<file path="config.mk">
export PLATFORM = sky130hd
export DESIGN_NAME = tap_nibble_engine
export DESIGN_NICKNAME = d
export VERILOG_FILES = /design/src/rtl/tapnib_pkg.sv /design/src/rtl/tapnib_decode.sv /design/src/rtl/tapnib_tck_gen.sv /design/src/rtl/tapnib_status.sv /design/src/rtl/tap_nibble_engine.sv
export SDC_FILE = /design/constraint.sdc
export NUM_CORES = 1
export LEC_CHECK = 0
export BUFFER_PORTS_ARGS = -buffer_cell sky130_fd_sc_hd__buf_2
export CORE_UTILIZATION = 25
export CTS_CLUSTER_DIAMETER = 60
export CTS_CLUSTER_SIZE = 28
export DETAILED_ROUTE_END_ITERATION = 10
export PLACE_DENSITY = 0.46
export SYNTH_ARGS = -nofsm -noshare
export SYNTH_HDL_FRONTEND = slang
export SYNTH_SLANG_ARGS = --single-unit
</file>
<file path="constraint.sdc">
create_clock -name clk -period 2.44 [get_ports clk]
set_input_delay 0.244 -clock clk [delete_from_list [all_inputs] [get_ports clk]]
set_output_delay 0.244 -clock clk [all_outputs]
set_load 0.01 [all_outputs]
</file>
<file path="src/rtl/tapnib_pkg.sv">
package tapnib_pkg;
  localparam int NIB_W  = 4;
  localparam int BYTE_W = 2 * NIB_W;
  localparam int SYNC_W = NIB_W;

  typedef enum logic [1:0] {
    KIND_IDLE  = 2'd0,
    KIND_ESC   = 2'd1,
    KIND_PULSE = 2'd2
  } nib_kind_e;

  typedef struct packed {
    nib_kind_e kind;
    logic      check;
    logic      expect_tdo;
    logic      tms;
    logic      tdi;
  } nib_op_t;

  typedef enum logic [1:0] {
    PH_SETUP = 2'd0,
    PH_LOW   = 2'd1,
    PH_HIGH  = 2'd2
  } tck_phase_e;

  typedef enum logic [1:0] {
    ST_IDLE   = 2'd0,
    ST_DECODE = 2'd1,
    ST_PULSE  = 2'd2
  } eng_state_e;
endpackage

</file>
<file path="src/rtl/tapnib_decode.sv">
module tapnib_decode
  import tapnib_pkg::*;
(
  input  logic [NIB_W-1:0] nib,
  input  logic             esc_pend,
  output nib_op_t          op,
  output logic             load_sync
);
  always_comb begin
    op        = '0;
    op.kind   = KIND_IDLE;
    load_sync = 1'b0;
    if (esc_pend) begin
      load_sync = 1'b1;
    end else if (nib == 4'b0001) begin
      op.kind = KIND_ESC;
    end else if (nib[3]) begin
      op.kind       = KIND_PULSE;
      op.check      = 1'b1;
      op.expect_tdo = nib[2];
      op.tms        = nib[1];
      op.tdi        = nib[0];
    end else if (nib[3:2] == 2'b01) begin
      op.kind = KIND_PULSE;
      op.tms  = nib[1];
      op.tdi  = nib[0];
    end
  end
endmodule

</file>
<file path="src/rtl/tapnib_tck_gen.sv">
module tapnib_tck_gen
  import tapnib_pkg::*;
#(
  parameter int DIV_W = 8
) (
  input  logic             clk,
  input  logic             rst_n,
  input  logic             start,
  input  logic [DIV_W-1:0] div_in,
  output logic             tck,
  output logic             last
);
  tck_phase_e       phase;
  logic             busy;
  logic [DIV_W-1:0] cnt;
  logic [DIV_W-1:0] div_q;
  logic             phase_end;

  assign phase_end = (cnt == div_q);
  assign last      = busy && (phase == PH_HIGH) && phase_end;
  assign tck       = !(busy && (phase == PH_LOW));

  always_ff @(posedge clk or negedge rst_n) begin
    if (!rst_n) begin
      busy  <= 1'b0;
      phase <= PH_SETUP;
      cnt   <= '0;
      div_q <= '0;
    end else if (start) begin
      busy  <= 1'b1;
      phase <= PH_SETUP;
      cnt   <= '0;
      div_q <= div_in;
    end else if (busy) begin
      if (phase_end) begin
        cnt <= '0;
        case (phase)
          PH_SETUP: phase <= PH_LOW;
          PH_LOW:   phase <= PH_HIGH;
          default: begin
            phase <= PH_SETUP;
            busy  <= 1'b0;
          end
        endcase
      end else begin
        cnt <= cnt + 1'b1;
      end
    end
  end
endmodule

</file>
<file path="src/rtl/tapnib_status.sv">
module tapnib_status
  import tapnib_pkg::*;
(
  input  logic              clk,
  input  logic              rst_n,
  input  logic              clr_err,
  input  logic              clr_sync,
  input  logic              set_err,
  input  logic              load_sync,
  input  logic [SYNC_W-1:0] sync_val,
  output logic              err,
  output logic [SYNC_W-1:0] sync
);
  always_ff @(posedge clk or negedge rst_n) begin
    if (!rst_n) begin
      err  <= 1'b0;
      sync <= '0;
    end else begin
      if (clr_err)      err <= 1'b0;
      else if (set_err) err <= 1'b1;
      if (clr_sync)       sync <= '0;
      else if (load_sync) sync <= sync_val;
    end
  end
endmodule

</file>
<file path="src/rtl/tap_nibble_engine.sv">
module tap_nibble_engine
  import tapnib_pkg::*;
#(
  parameter int DIV_W = 8
) (
  input  logic              clk,
  input  logic              rst_n,
  input  logic              in_valid,
  output logic              in_ready,
  input  logic [BYTE_W-1:0] in_data,
  input  logic [DIV_W-1:0]  tck_div,
  input  logic              clr_err,
  input  logic              clr_sync,
  input  logic              tdo_i,
  output logic              tck_o,
  output logic              tms_o,
  output logic              tdi_o,
  output logic              tdo_o,
  output logic              err_o,
  output logic [SYNC_W-1:0] sync_o
);
  eng_state_e        state;
  logic [BYTE_W-1:0] byte_q;
  logic              half_q;
  logic              esc_q;
  logic              tms_q, tdi_q, chk_q, exp_q, tdo_q;
  logic [NIB_W-1:0]  cur_nib;
  nib_op_t           op;
  logic              load_sync;
  logic              gen_start, gen_last, nib_done, set_err, accept;

  assign cur_nib   = byte_q[{half_q, 2'b00} +: NIB_W];
  assign in_ready  = (state == ST_IDLE);
  assign accept    = in_valid && in_ready;
  assign gen_start = (state == ST_DECODE) && (op.kind == KIND_PULSE);
  assign nib_done  = ((state == ST_DECODE) && (op.kind != KIND_PULSE)) ||
                     ((state == ST_PULSE) && gen_last);
  assign set_err   = (state == ST_PULSE) && gen_last && chk_q && (tdo_i != exp_q);

  tapnib_decode u_dec (
    .nib       (cur_nib),
    .esc_pend  (esc_q),
    .op        (op),
    .load_sync (load_sync)
  );

  tapnib_tck_gen #(.DIV_W(DIV_W)) u_gen (
    .clk    (clk),
    .rst_n  (rst_n),
    .start  (gen_start),
    .div_in (tck_div),
    .tck    (tck_o),
    .last   (gen_last)
  );

  tapnib_status u_stat (
    .clk       (clk),
    .rst_n     (rst_n),
    .clr_err   (clr_err),
    .clr_sync  (clr_sync),
    .set_err   (set_err),
    .load_sync ((state == ST_DECODE) && load_sync),
    .sync_val  (cur_nib),
    .err       (err_o),
    .sync      (sync_o)
  );

  always_ff @(posedge clk or negedge rst_n) begin
    if (!rst_n) begin
      state  <= ST_IDLE;
      byte_q <= '0;
      half_q <= 1'b0;
      esc_q  <= 1'b0;
      tms_q  <= 1'b1;
      tdi_q  <= 1'b1;
      chk_q  <= 1'b0;
      exp_q  <= 1'b0;
      tdo_q  <= 1'b1;
    end else begin
      tdo_q <= tdo_i;
      case (state)
        ST_IDLE: begin
          if (accept) begin
            byte_q <= in_data;
            half_q <= 1'b0;
            state  <= ST_DECODE;
          end
        end
        ST_DECODE: begin
          if (load_sync)                esc_q <= 1'b0;
          else if (op.kind == KIND_ESC) esc_q <= 1'b1;
          if (op.kind == KIND_PULSE) begin
            tms_q <= op.tms;
            tdi_q <= op.tdi;
            chk_q <= op.check;
            exp_q <= op.expect_tdo;
            state <= ST_PULSE;
          end
        end
        default: ;
      endcase
      if (nib_done) begin
        if (!half_q) begin
          half_q <= 1'b1;
          state  <= ST_DECODE;
        end else begin
          state <= ST_IDLE;
        end
      end
    end
  end

  assign tms_o = tms_q;
  assign tdi_o = tdi_q;
  assign tdo_o = tdo_q;
endmodule

</file>
==> reports/metrics.yaml <==
status: "finished clean"
tightest_slew_ps: 922
grt_pass1_vias: 1457
ys_top_cells_by_count: "38 x dfrtp_1, 17 x nor2_1, 13 x mux2_2, 12 x a21oi_1, 10 x xnor2_1"
grt_usage_pct: 11.1
ys_ff_latch: 41
ctsResizeCount: 0
nNetsFinal: 234
cts_buffer_depth: 2
crit_fanout: 7
grt_pass1_wl_um: 7220
drt-pass1-iter-count: 4
min_period_ps: 1810
core-area_sq_mm: 0.00741
cts_buffers: 5
layout-drive-gt1-share_pct: 27.8
fmax_ghz: 0.552
synth_area_leaders: "dfrtp_1 49%, mux2_2 7.5%, xnor2_1 4.5%"
hold_buffers: 0
p_per_area_mw_per_mm2: 1140
worst_setup_path_end_kind: "flop"
timing.rr.end: "u_gen.cnt[2]$_DFFE_PN0P_"
slew_violations: 0
wl_per_cell_um: 13.4
ff2ff_setup_slack_ps: 630
critPathKind: "reg -> reg"
clk_latency_ps: 290
start_util_pct: 26.4
seq_area_frac_synth_pct: 52.6
synthCells: 177
finalCritPeriodShare_pct: 74.3
clock-root-buffer: "clkbuf_8"
finalHoldViolCount: 0
clock-sinks: 41
ys.flop_type: "dfrtp_1"
synth_area_sq_mm: 0.00196
p_total_mw: 2.67
synth_most_common_cell: "dfrtp_1"
worst_ep_required_time_ps: 2590
worstHoldPathType: "in -> reg"
setup.worst_path.start_class: "flop"
setup_violations: 0
synth.top_cell.area_share_pct: 48.5
ys_async_sr_fraction_pct: 100
fin_setup_tns_ps: 0
cts_setup_buffers: 0
gp_congestion: 0.749
chipHeight_um: 90.5
maxCapViolations: 0
dp_hpwl_um: 2980
path_clk_slew_ps: 80
maxSlewHeadroom_pct: 38.5
syn_to_final_growth_pct: 19.6
ios: 32
rsz0062_at_grt: "false"
crit_start: "u_gen.cnt[4]$_DFFE_PN0P_"
cp-endpoint: "u_gen.cnt[2]$_DFFE_PN0P_"
dieArea_sq_mm: 0.00820
synth_cell_types: 41
htree_num_levels: 2
row_count: 31
synth_edf_count: 0
die_x_um: 90.5
via_per_inst: 4.62
vias: 1437
diodes: 0
final.setup_skew_ps: 7.96
ant_nets: 0
synth_nets: 200
drt-initial-drc-count: 107
syn_avg_cell_area_sq_um: 11.1
cts_tree: "built"
wirelength_um: 4160
port_buffers: 31
p_leak_nw: 0.978
synth_warnings: 0
synth_top_area_cell: "dfrtp_1"
antenna_found_initial: 0
r2r_cells: 4
grt_max_degree: 42
gr-total-overflow: 0
arrival_ps: 1960
timing.rr.start: "u_gen.cnt[4]$_DFFE_PN0P_"
drc_errors: 0
ir_drop_uv: 393
[placed cells by master, fill, tap and decap left out, drive strengths merged, types with 4 or more instances in the layout]
cell / synthesis / final
a211oi: 4 / 4
a21oi: 12 / 12
buf: 3 / 35
clkbuf: 5 / 7
dfrtp: 38 / 38
mux2: 16 / 16
mux2i: 5 / 5
nand2: 7 / 7
nand3: 6 / 6
nand4: 7 / 7
nor2: 17 / 17
nor3: 5 / 5
xnor2: 10 / 10
[power by group]
part | internal (mW) | switching [mW] | leakage, nW
combinational | 0.436 | 0.479 | 0.421
clock | 0.334 | 0.236 | 0.0585
sequential | 0.942 | 0.241 | 0.499
total | 1.71 | 0.956 | 0.978
[cell type report]
| type | count | area [sq um] |
|---|---|---|
| Timing Repair Buffer | 35 | 185 |
| Inverter | 4 | 15.0 |
| Clock buffer | 7 | 86.3 |
| Fill cell | 790 | 5060 |
| Clock inverter | 1 | 30.0 |
| Multi-Input combinational cell | 124 | 873 |
| Tap cell | 99 | 124 |
| Sequential cell | 41 | 1030 |
[flip-flops by register name (all words and copies together), names as in the netlist, 2 cells and up]
name / count
u_gen.div_q: 8
u_gen.cnt: 8
u_gen.phase: 2
byte_q: 8
state: 2
u_stat.sync: 4
[worst max-delay path, cell delays in order, from the launching register on]
cell and delay, ps:
dfrtp_1 450, xnor2_1 220, nand4_1 310, nor3_1 580, nor4_1 110
[metal layers]
metal | share of wire, % | wire length (um) | track usage (%)
met5 | 0 | 0 | 0
met4 | 1.2 | 48 | 4.44
met3 | 3.4 | 140 | 2.44
met2 | 43 | 1800 | 15.7
met1 | 52 | 2170 | 16.0
[stage by stage]
stage          util (%)  cell area (sq um)  setup WS [ps]  hold WS (ps)  std cells
2_1_floorplan         -               1960            741         -51.6        177
3_3_place_gp       30.1               2230            646           375        303
3_5_place_dp       30.1               2230            649           373        303
4_1_cts            31.6               2340            644          55.0        311
5_1_grt            31.6               2340            429          44.3        311
6_report           31.6               2340            628          62.8        311
[how the worst min path moves through the flow]
stage | start | to | slack [ps] | depth (start not counted)
6_report | tdo_i | tdo_o$_DFF_PN1_ | 60 | 1
5_1_grt | tdo_i | tdo_o$_DFF_PN1_ | 40 | 1
4_1_cts | tdo_i | tdo_o$_DFF_PN1_ | 60 | 1
3_5_place_dp | tdo_i | tdo_o$_DFF_PN1_ | 370 | 1
3_3_place_gp | tdo_i | tdo_o$_DFF_PN1_ | 380 | 1
2_1_floorplan | rst_n | byte_q[0]$_DFFE_PN0P_ | -50 | 0
[cells by family (layout without fill, tap and decap cells)]
logic type | count (synthesis) | in the layout | synth area share, %
simple gates | 58 | 58 | 15.3
xor+xnor | 11 | 11 | 4.92
compound gates | 33 | 33 | 12.0
flops | 41 | 41 | 52.6
buf+inv | 12 | 47 | 2.87
fa+ha+maj | 1 | 1 | 0.638
mux | 21 | 21 | 11.7
(Power assumes the default switching activity.)
